## src/rtl/b3zs_pkg.sv

```systemverilog
`timescale 1ns/1ps
// Shared symbol types for the B3ZS encoder and decoder.
package b3zs_pkg;

    // Encoder pipeline slot contents.
    typedef enum logic [1:0] {
        ES_ZERO = 2'd0,   // no pulse
        ES_BIP  = 2'd1,   // conforming pulse (data one or B)
        ES_VIOL = 2'd2    // violation pulse of a substitution
    } enc_sym_e;

    // Decoder history slot classification.
    typedef enum logic [1:0] {
        DK_ZERO = 2'd0,   // empty slot
        DK_MARK = 2'd1,   // conforming pulse
        DK_VIOL = 2'd2,   // violation pulse
        DK_BOTH = 2'd3    // both rails high
    } dec_kind_e;

    // Round-trip latency through encoder and decoder in loopback.
    localparam int unsigned LOOP_LATENCY = 5;

endpackage

```

## src/rtl/b3zs_enc.sv

```systemverilog
`timescale 1ns/1ps
// B3ZS encoder.
// Purpose: turns NRZ bits into alternating-polarity pulses, replacing each
// run of three zeros with B0V or 00V chosen from the parity of conforming
// pulses since the last V.
// Assumes: one bit per clock; two slots of look-ahead, so output lags input
// by three registers (input edge k, rails valid after edge k+2).
module b3zs_enc
    import b3zs_pkg::*;
(
    input  logic clk,
    input  logic rst_n,
    input  logic nrz_in,
    output logic pos_o,
    output logic neg_o
);

    enc_sym_e   slot0_q;     // newest pending symbol
    enc_sym_e   slot1_q;     // oldest pending symbol, emitted next
    logic [1:0] zrun_q;      // unsubstituted zeros held in the pipeline
    logic       last_pos_q;  // polarity of last sent pulse (1 = positive)
    logic       odd_q;       // odd number of conforming pulses since last V
    logic       subst;
    enc_sym_e   emit;
    logic       emit_pulse;
    logic       emit_pos;

    // Third zero in a row: the two held zeros plus this one form a group.
    always_comb subst = !nrz_in && (zrun_q == 2'd2);

    // Pick the symbol that leaves the pipeline this cycle.
    always_comb begin
        emit = slot1_q;
        if (subst) emit = odd_q ? ES_ZERO : ES_BIP;
    end

    // Polarity: V repeats the previous pulse, everything else alternates.
    always_comb begin
        emit_pulse = (emit != ES_ZERO);
        emit_pos   = (emit == ES_VIOL) ? last_pos_q : !last_pos_q;
    end

    // Pipeline advance, zero-run count and rail registers.
    always_ff @(posedge clk) begin
        if (!rst_n) begin
            slot0_q    <= ES_ZERO;
            slot1_q    <= ES_ZERO;
            zrun_q     <= 2'd0;
            last_pos_q <= 1'b0;
            odd_q      <= 1'b0;
            pos_o      <= 1'b0;
            neg_o      <= 1'b0;
        end else begin
            slot1_q <= slot0_q;
            if (subst)       slot0_q <= ES_VIOL;
            else if (nrz_in) slot0_q <= ES_BIP;
            else             slot0_q <= ES_ZERO;

            if (nrz_in || subst) zrun_q <= 2'd0;
            else                 zrun_q <= zrun_q + 2'd1;

            pos_o <= emit_pulse && emit_pos;
            neg_o <= emit_pulse && !emit_pos;
            if (emit_pulse) last_pos_q <= emit_pos;

            if (emit == ES_VIOL)     odd_q <= 1'b0;
            else if (emit == ES_BIP) odd_q <= !odd_q;
        end
    end

    // every V leaves with an odd count of conforming pulses behind it.
    p_odd_between_viol_r3: assert property (@(posedge clk) disable iff (!rst_n)
        (emit == ES_VIOL) |-> odd_q);

endmodule

```

## src/rtl/b3zs_dec.sv

```systemverilog
`timescale 1ns/1ps
// B3ZS decoder.
// Purpose: classifies each rail pair, clears legal substitutions to zeros
// and flags illegal violations, empty triples and both-rails slots.
// Assumes: one symbol per clock; decoded data lags by three registers
// (symbol edge k, data valid after edge k+2); coding-violation flag is
// registered on the edge that samples the offending symbol.
module b3zs_dec
    import b3zs_pkg::*;
(
    input  logic clk,
    input  logic rst_n,
    input  logic rail_pos,
    input  logic rail_neg,
    output logic data_o,
    output logic cv_o
);

    dec_kind_e kind0_q, kind1_q;  // classes of the previous two slots
    logic      dat0_q, dat1_q;    // pending decoded bits
    logic      last_pos_q;        // polarity of last single-rail pulse
    logic      armed_q;           // a pulse has been seen since reset
    logic      both, pulse, is_v, legal_v, bad_v, zero_triple;

    // Classify the incoming slot against the history.
    always_comb begin
        both        = rail_pos && rail_neg;
        pulse       = rail_pos ^ rail_neg;
        is_v        = pulse && armed_q && (rail_pos == last_pos_q);
        legal_v     = is_v && (kind0_q == DK_ZERO)
                      && ((kind1_q == DK_ZERO) || (kind1_q == DK_MARK));
        bad_v       = is_v && !legal_v;
        zero_triple = !rail_pos && !rail_neg && armed_q
                      && (kind0_q == DK_ZERO) && (kind1_q == DK_ZERO);
    end

    // History shift, substitution clearing and flag register.
    always_ff @(posedge clk) begin
        if (!rst_n) begin
            kind0_q    <= DK_ZERO;
            kind1_q    <= DK_ZERO;
            dat0_q     <= 1'b0;
            dat1_q     <= 1'b0;
            last_pos_q <= 1'b0;
            armed_q    <= 1'b0;
            data_o     <= 1'b0;
            cv_o       <= 1'b0;
        end else begin
            kind1_q <= kind0_q;
            if (both)       kind0_q <= DK_BOTH;
            else if (!pulse) kind0_q <= DK_ZERO;
            else if (is_v)  kind0_q <= DK_VIOL;
            else            kind0_q <= DK_MARK;

            dat0_q <= pulse && !legal_v;
            dat1_q <= legal_v ? 1'b0 : dat0_q;
            data_o <= legal_v ? 1'b0 : dat1_q;
            cv_o   <= both || bad_v || zero_triple;

            if (pulse) begin
                last_pos_q <= rail_pos;
                armed_q    <= 1'b1;
            end
        end
    end

    // the oldest slot of a legal substitution leaves as zero.
    p_bslot_cleared_r5: assert property (@(posedge clk) disable iff (!rst_n)
        legal_v |=> !data_o);

    // the V slot itself leaves as zero two cycles later.
    p_vslot_cleared_r5: assert property (@(posedge clk) disable iff (!rst_n)
        legal_v |=> ##2 !data_o);

    // once armed, the decoder stays armed until reset.
    p_arm_sticky_r8: assert property (@(posedge clk) disable iff (!rst_n)
        armed_q |=> armed_q);

endmodule

```

## src/rtl/b3zs_codec.sv

```systemverilog
`timescale 1ns/1ps
// B3ZS codec top.
// Purpose: pairs the encoder and decoder and selects the decoder source
// between the receive rails and a local loopback of the encoder rails.
// Assumes: a single bit-rate clock for both directions.
module b3zs_codec
    import b3zs_pkg::*;
(
    input  logic clk,
    input  logic rst_n,
    input  logic tx_nrz,
    input  logic loop_en,
    input  logic line_rx_pos,
    input  logic line_rx_neg,
    output logic line_tx_pos,
    output logic line_tx_neg,
    output logic rx_nrz,
    output logic rx_cv
);

    logic dec_pos, dec_neg;

    b3zs_enc u_enc (
        .clk    (clk),
        .rst_n  (rst_n),
        .nrz_in (tx_nrz),
        .pos_o  (line_tx_pos),
        .neg_o  (line_tx_neg)
    );

    // Decoder source: encoder rails in loopback, receive pins otherwise.
    always_comb begin
        dec_pos = loop_en ? line_tx_pos : line_rx_pos;
        dec_neg = loop_en ? line_tx_neg : line_rx_neg;
    end

    b3zs_dec u_dec (
        .clk      (clk),
        .rst_n    (rst_n),
        .rail_pos (dec_pos),
        .rail_neg (dec_neg),
        .data_o   (rx_nrz),
        .cv_o     (rx_cv)
    );

endmodule

```

## config.mk

```make
export PLATFORM = sky130hd
export DESIGN_NAME = b3zs_codec
export DESIGN_NICKNAME = d
export VERILOG_FILES = /design/src/rtl/b3zs_pkg.sv /design/src/rtl/b3zs_enc.sv /design/src/rtl/b3zs_dec.sv /design/src/rtl/b3zs_codec.sv
export SDC_FILE = /design/constraint.sdc
export NUM_CORES = 1
export LEC_CHECK = 0
export CAP_MARGIN = 10
export CORE_AREA = 2 2 39 41
export DETAILED_ROUTE_END_ITERATION = 6
export DIE_AREA = 0 0 41 43
export DONT_BUFFER_PORTS = 1
export GPL_TIMING_DRIVEN = 0
export MAX_ROUTING_LAYER = met4
export PLACE_DENSITY_LB_ADDON = 0.1
export SYNTH_ARGS = -nofsm -noshare
export SYNTH_HDL_FRONTEND = slang
export SYNTH_SLANG_ARGS = --single-unit
```

## constraint.sdc

```tcl
create_clock -name clk -period 4.92 [get_ports clk]
set_input_delay 1.476 -clock clk [delete_from_list [all_inputs] [get_ports clk]]
set_output_delay 1.476 -clock clk [all_outputs]
set_load 0.03 [all_outputs]
```

==> key figures, run 1 <==
Outcome
  – Status: finished, final reports clean

Logic synthesis
  – Cells after Synth: between 70 and 80
  – Async S/R FF share, synth: 0%
  – Syn avg cell area: 9.709 sq um
  – Yosys cell types: 20
  – EDFF count, synth: 0
  – Yosys warning count: 0
  – Seq/Total Area, Yosys: ~55%
  – Mapped Area: 728.2 sq um
  – Net count after synthesis: 84
  – Yosys top cell area share: around 55%
  – Synth top area cells: dfxtp_1 (55%), nor2_1 (5.7%), and2_1 (5.2%)
  – Largest area contributor in the netlist: dfxtp_1
  – Number of synthesized register bits: 20
  – Synth Flop Type: dfxtp_1

Worst setup path
  – R2r setup slk: ~3 ns
  – Critical Path Source: loop_en
  – Critical Path Fanout Max: 6
  – Crit path required time: about 5.1 ns
  – Critical path arrival: 2.75 ns
  – Worst R2R Path Depth: 6
  – R2r startpoint: u_enc.pos_o
  – Worst Setup EP: u_dec.dat1_q
  – Setup crit end kind: register
  – Worst setup SP type: input port
  – Reg-to-Reg End: u_dec.dat1_q
  – Critical setup path kind: in -> reg

Worst hold path
  – Hold path startpoint: u_enc.zrun_q[0]
  – Worst Hold Class: reg -> reg
  – Worst hold stages: 1

Place
  – Routability cong.: approximately 0.66
  – Post-DP HPWL: approximately 800 um
  – Pre-CTS setup slack: between 2 and 2.5 ns
  – DP Area: between 700 and 800 sq um
  – Placed Cells: 91
  – IO Port Bufs: 0

Global routing
  – GRT Max-Usage Layer: met2
  – Met2 Use GR: 24.38%
  – First-pass GRT wire length: 1773 um
  – Met1 Usage GRT: ~18%
  – Vias in the first global route: ~460
  – Met3 usage: around 3.1%
  – Initial antenna violation count: 0
  – Global route overflow: 0
  – Largest net degree at the start of global routing: 13
  – Global Route Usage Sum: between 10% and 20%

Detailed routing
  – Wire per inst: between 10 and 15 um
  – Antenna viol nets, final: 0
  – Initial DRC count: 6
  – Detailed-route via count: about 500
  – # DRC: 0
  – Vias per cell: ~5.3
  – Drt total wl: around 1100 um
  – DRT Pass-1 Iters: 4

Cells and area
  – Layout Area Growth over Synthesis: 9.966%
  – ANT cells: 0
  – Fill cells: 132
  – Most common cell after layout, fill and taps aside: dfxtp_1
  – Nets: 89
  – Post-route cell area: roughly 800 sq um
  – Final std cells w/o fill: 95
  – Area of the multi-input gates: around 310 sq um
  – Share of post-route cells with drive strength above 1: approximately 7.6%
  – Most frequent cells in the layout: dfxtp_1 (20), nor2_1 (11), and2_1 (6)
  – Register Area: 400.4 sq um

Clock network
  – Clock Tree Root: clkbuf_4
  – CTS Buf Count: 3
  – Longest Clk Path Bufs: 2
  – Clock latency on the worst-skew pair: approximately 0.29 ns
  – CTS tree: built
  – CTS sink count: 20
  – Setup Fix Bufs, Post-CTS: 0
  – Hold Buf Count CTS: 0
  – Post-cts resize count: 0
  – CTS H-tree lvls: 1
  – Worst-path clk slew: ~0.11 ns

Timing
  – Max Clock Freq: approximately 400 MHz
  – Final-report hold violation count: 0
  – Final worst-path cycle share: a little over 50%
  – Max Transition Viols Final: 0
  – Tightest hold margin: around 0.43 ns
  – Setup violations, final: 0
  – Slew headroom: 74.78%
  – Worst setup margin: between 2 and 2.5 ns
  – Unrepaired setup endpoints after global routing: no
  – Period minus WS final: between 2 and 3 ns
  – Worst Tran Pin Value: ~0.38 ns
  – Worst Skew: between 0.003 and 0.004 ns
  – Final setup TNS: 0 ns

Pwr
  – Worst vdd rail ir drop: 217.0 uV
  – Clock power frac: 38.6%
  – Leak: 0.0003518 uW
  – Switching part of the total: roughly 22%
  – Int Pwr: 266.9 uW
  – P_sw: around 74 uW
  – Comb pwr share: under 10%
  – P per Cell Area: 425.5 mW/mm^2
  – Reg power frac: 53.4%

Floorplanning
  – Die area: about 0.0018 sq mm
  – CORE AREA: around 0.0014 sq mm
  – Row count: 14
  – Initial Utilization: 52.62%
  – Die X: between 40 and 50 um
  – Chip height: 43 um
  – IO Count: 10

Flow run
  – Max Cap Viol: 0
-- logic make-up after synthesis --
family | synth area share (%)
AO/OA/AOI/OAI | 6.528
buffers and inverters | 3.093
XOR/XNOR | 1.203
multiplexers | 6.530
adder cells (fa/ha/maj) | 5.155
flip-flops | 54.98
AND/OR/NAND/NOR | 22.51
-- per-stage QoR --
stage | util (%) | total power (uW)
2_1_floorplan | - | 207.6
3_3_place_gp | 54.07 | 212.3
3_5_place_dp | 54.07 | 213.7
4_1_cts | 57.87 | 347.2
5_1_grt | 57.87 | 355.0
6_report | 57.87 | 340.7
-- power groups by stage --
stage	logic [uW]	registers, uW	clock network, uW
finish	27.2	182	132
global route	31.7	184	139
CTS	27.8	182	137
detailed placement	27.7	186	0
global placement	26.8	186	0
floorplan	23.0	185	0
-- registers in the layout, indices dropped and copies added (netlist names) --
| name | count |
|---|---|
| u_dec.dat1_q | 1 |
| u_enc.odd_q | 1 |
| u_dec.cv_o | 1 |
| u_enc.last_pos_q | 1 |
| u_dec.kind0_q | 2 |
| u_dec.data_o | 1 |
| u_dec.armed_q | 1 |
| u_dec.dat0_q | 1 |
| u_enc.pos_o | 1 |
| u_enc.neg_o | 1 |
| u_enc.zrun_q | 2 |
| u_dec.last_pos_q | 1 |
| u_dec.kind1_q | 2 |
| u_enc.slot0_q | 2 |
| u_enc.slot1_q | 2 |
-- area by class of cell --
cell class | instances | share of cell area (%)
Buffer | 1 | 0.4688
Clock inverter | 1 | 3.750
Sequential cell | 20 | 50.00
Clock buffer | 3 | 2.812
Inverter | 5 | 2.344
Tap cell | 16 | 2.500
Multi-Input combinational cell | 49 | 38.13
-- routing by layer --
| metal | wire length [um] | part of all wire (%) |
|---|---|---|
| met1 | 484 | 45 |
| met2 | 555 | 52 |
| met3 | 21 | 2.0 |
| met4 | 11 | 1.0 |
| met5 | 0 | 0 |
-- synthesized netlist by cell type (2+ instances only) --
library cell	number
and2_1	6
mux2i_2	2
nand3_1	2
a211oi_1	2
and3_1	2
nand2_1	4
mux2i_1	2
inv_1	5
nor3_1	4
dfxtp_1	20
nor2_1	11
nand3b_1	2
a21oi_1	3
ha_1	3
o21ai_0	2
-- worst max-delay path, cell delays in order --
cell and delay (ns):
mux2i_2 0.30, ha_1 0.29, nand3_1 0.11, mux2i_2 0.28, nand2_1 0.11, and3_1 0.19
-- how the worst min path moves through the flow --
stage                  endpoint  slack, ns
6_report        u_enc.zrun_q[0]       0.43
5_1_grt         u_enc.zrun_q[0]       0.46
4_1_cts         u_enc.zrun_q[0]       0.44
3_5_place_dp   u_enc.slot1_q[1]       0.42
3_3_place_gp    u_enc.zrun_q[0]       0.40
2_1_floorplan   u_enc.zrun_q[0]       0.39
(Power assumes the default switching activity.)
==> run 2: changes to the inputs <==
- ABC_AREA: not set -> 1
- CORE_AREA: 2 2 39 41 -> not set
- CORE_UTILIZATION: not set -> 53
- DIE_AREA: 0 0 41 43 -> not set
- clock period: 4.92 -> 2.1 ns (I/O delays scaled with it)
==> run 2 against run 1 <==
Compared with the run above: utilization rose by 3.7 points; sequential power up 130%; critical endpoint is now u_dec.dat0_q; largest power group unchanged; critical path type is now reg -> reg; clock power increased by 130%; worst hold slack got worse by 0.016 ns; critical path depth increased by 2; global-route usage up 0.062 points.
==> key figures, run 2 <==
Outcome
  – Status: finished, final reports clean

Global routing
  – Global Route Usage Sum: 15.98%
  – Global route overflow: 0
  – Largest net degree at the start of global routing: 13
  – First-pass GRT wire length: 2097 um
  – Initial antenna violation count: 0
  – Vias in the first global route: ~560

Pwr
  – Leak: 0.0004861 uW
  – Int Pwr: about 630 uW
  – P per Cell Area: a little under 900 mW/mm^2
  – Clock power frac: between 30% and 40%
  – Comb pwr share: 11.1%
  – Switching part of the total: approximately 23%
  – Worst vdd rail ir drop: 613.4 uV
  – Reg power frac: between 50 and 60%
  – P_sw: between 150 and 200 uW
  – Tot Pwr: slightly above 800 uW

Floorplanning
  – Initial Utilization: ~57%
  – Die X: 42.42 um
  – Row count: 14
  – IO Count: 10
  – CORE AREA: 0.001524 sq mm
  – Chip height: roughly 42 um
  – Die area: 0.001799 sq mm

Detailed routing
  – DRT Pass-1 Iters: 4
  – Antenna viol nets, final: 0
  – # DRC: 0
  – Drt total wl: about 1200 um
  – Initial DRC count: 9
  – Wire per inst: ~9.4 um
  – Detailed-route via count: 617
  – Vias per cell: 4.783

Clock network
  – CTS tree: built
  – CTS sink count: 20
  – Setup Fix Bufs, Post-CTS: 0
  – Hold Buf Count CTS: 0
  – Clock Tree Root: clkbuf_4
  – Post-cts resize count: 0
  – Clock latency on the worst-skew pair: 0.30 ns
  – Longest Clk Path Bufs: 2
  – CTS Buf Count: 3
  – Worst-path clk slew: roughly 0.11 ns
  – CTS H-tree lvls: 1

Cells and area
  – Register Area: 400.4 sq um
  – Nets: roughly 120
  – Share of post-route cells with drive strength above 1: between 10% and 20%
  – Most frequent cells in the layout: inv_1 (25), dfxtp_1 (20), nand2_1 (16)
  – Layout Area Growth over Synthesis: 8.382%
  – Final std cells w/o fill: roughly 130
  – ANT cells: 0
  – Post-route cell area: 938.4 sq um
  – Fill cells: approximately 140
  – Most common cell after layout, fill and taps aside: inv_1
  – Area of the multi-input gates: around 360 sq um

Timing
  – Setup violations, final: 0
  – Max Transition Viols Final: 0
  – Unrepaired setup endpoints after global routing: no
  – Period minus WS final: about 1.7 ns
  – Max Clock Freq: 605.3 MHz
  – Final setup TNS: 0 ns
  – Worst Tran Pin Value: between 0.3 and 0.4 ns
  – Slew headroom: between 70% and 80%
  – Final worst-path cycle share: 78.67%
  – Worst Skew: around 0.0081 ns
  – Final-report hold violation count: 0

Logic synthesis
  – Yosys warning count: 0
  – Yosys cell types: 20
  – Top cells by count, synth: inv_1 (25), dfxtp_1 (20), nand2_1 (16)
  – Syn avg cell area: 7.943 sq um
  – Most common cell in the netlist: inv_1
  – Synth Flop Type: dfxtp_1
  – EDFF count, synth: 0
  – Largest area contributor in the netlist: dfxtp_1
  – Async S/R FF share, synth: 0%
  – Cells after Synth: 109
  – Seq/Total Area, Yosys: between 40% and 50%
  – Yosys top cell area share: ~46%
  – Net count after synthesis: ~120
  – Number of synthesized register bits: 20
  – Synth top area cells: dfxtp_1 (46%), inv_1 (11%), nand2_1 (6.9%)
  – Mapped Area: 865.8 sq um

Place
  – DP Area: 885.9 sq um
  – Post-DP HPWL: roughly 920 um
  – Placed Cells: 125
  – Routability cong.: a little over 0.8
  – IO Port Bufs: 0

Worst setup path
  – Critical Path Source: u_enc.neg_o
  – Critical path arrival: around 1.9 ns
  – Worst setup SP type: register
  – Critical setup path kind: reg -> reg
  – Crit path required time: about 2.3 ns
  – R2r startpoint: u_enc.neg_o
  – R2r setup slk: ~0.45 ns
  – Critical Path Fanout Max: 4
  – Setup crit end kind: register

Worst hold path
  – Hold path startpoint: u_dec.dat1_q
  – Worst Hold Class: reg -> reg

Flow run
  – Max Cap Viol: 0
[run 2: cell types whose count changed after synthesis, moves of 4 or more]
cell	previous run	this run
nand2_1	4	16
nor3_1	4	0
nand3_2	0	5
inv_1	5	25
nand2_2	0	6
and2_1	6	0
nand4_1	0	4
[run 2: metal layers]
layer / GRT usage, % / routed length [um] / vias to the layer above
met2: 24.92 / 549 / 11
met4: 11.25 / 19 / 0
met5: - / 0 / -
li1: - / - / 340
met1: 18.28 / 601 / 262
met3: 3.017 / 41 / 4
[run 2: per-stage QoR]
| step | hold WS [ns] | worst slack (ns) | util, % |
|---|---|---|---|
| finish | 0.4154 | 0.4479 | 61.58 |
| global route | 0.4146 | 0.3207 | 61.58 |
| CTS | 0.4109 | 0.4199 | 61.58 |
| detailed placement | 0.4000 | 0.2858 | 58.13 |
| global placement | 0.3964 | 0.3015 | 58.13 |
| floorplan | 0.3905 | 0.4157 | - |
[run 2: critical path, stage by stage, from the launching register on]
cell	delay, ns
dfxtp_1	0.51
or2_1	0.15
o21ai_0	0.11
ha_1	0.36
nand2_1	0.07
inv_1	0.11
nand4_2	0.12
nand2_2	0.08
nor2_1	0.04
[run 2: path summary, 6_finish.rpt]
path / endpoint / cells past startpoint
max: u_dec.dat0_q / 8
min: u_dec.data_o / 2
max reg2reg: u_dec.dat0_q / 8
min reg2reg: u_dec.data_o / 2
[run 2: final cells by class]
type                            count  area share (%)
Multi-Input combinational cell     61           38.00
Buffer                              1          0.8000
Sequential cell                    20           42.67
Inverter                           27           10.80
Tap cell                           16           2.133
Clock buffer                        3           2.400
Clock inverter                      1           3.200
[run 2: kinds of logic (layout without fill, tap and decap cells)]
group / after synthesis / after routing / share of synthesized area, %
AO/OA/AOI/OAI: 9 / 9 / 6.359
AND/OR/NAND/NOR: 49 / 49 / 30.49
buffers and inverters: 28 / 32 / 12.57
flip-flops: 20 / 20 / 46.24
adder cells (fa/ha/maj): 3 / 3 / 4.336
[run 2: power by group through the flow]
stage	Combinational (uW)	Clock, uW	Sequential [uW]
2_1_floorplan	77.9	0	428
3_3_place_gp	89.2	0	429
3_5_place_dp	91.4	0	430
4_1_cts	92.3	319	421
5_1_grt	104	331	423
6_report	90.9	308	421
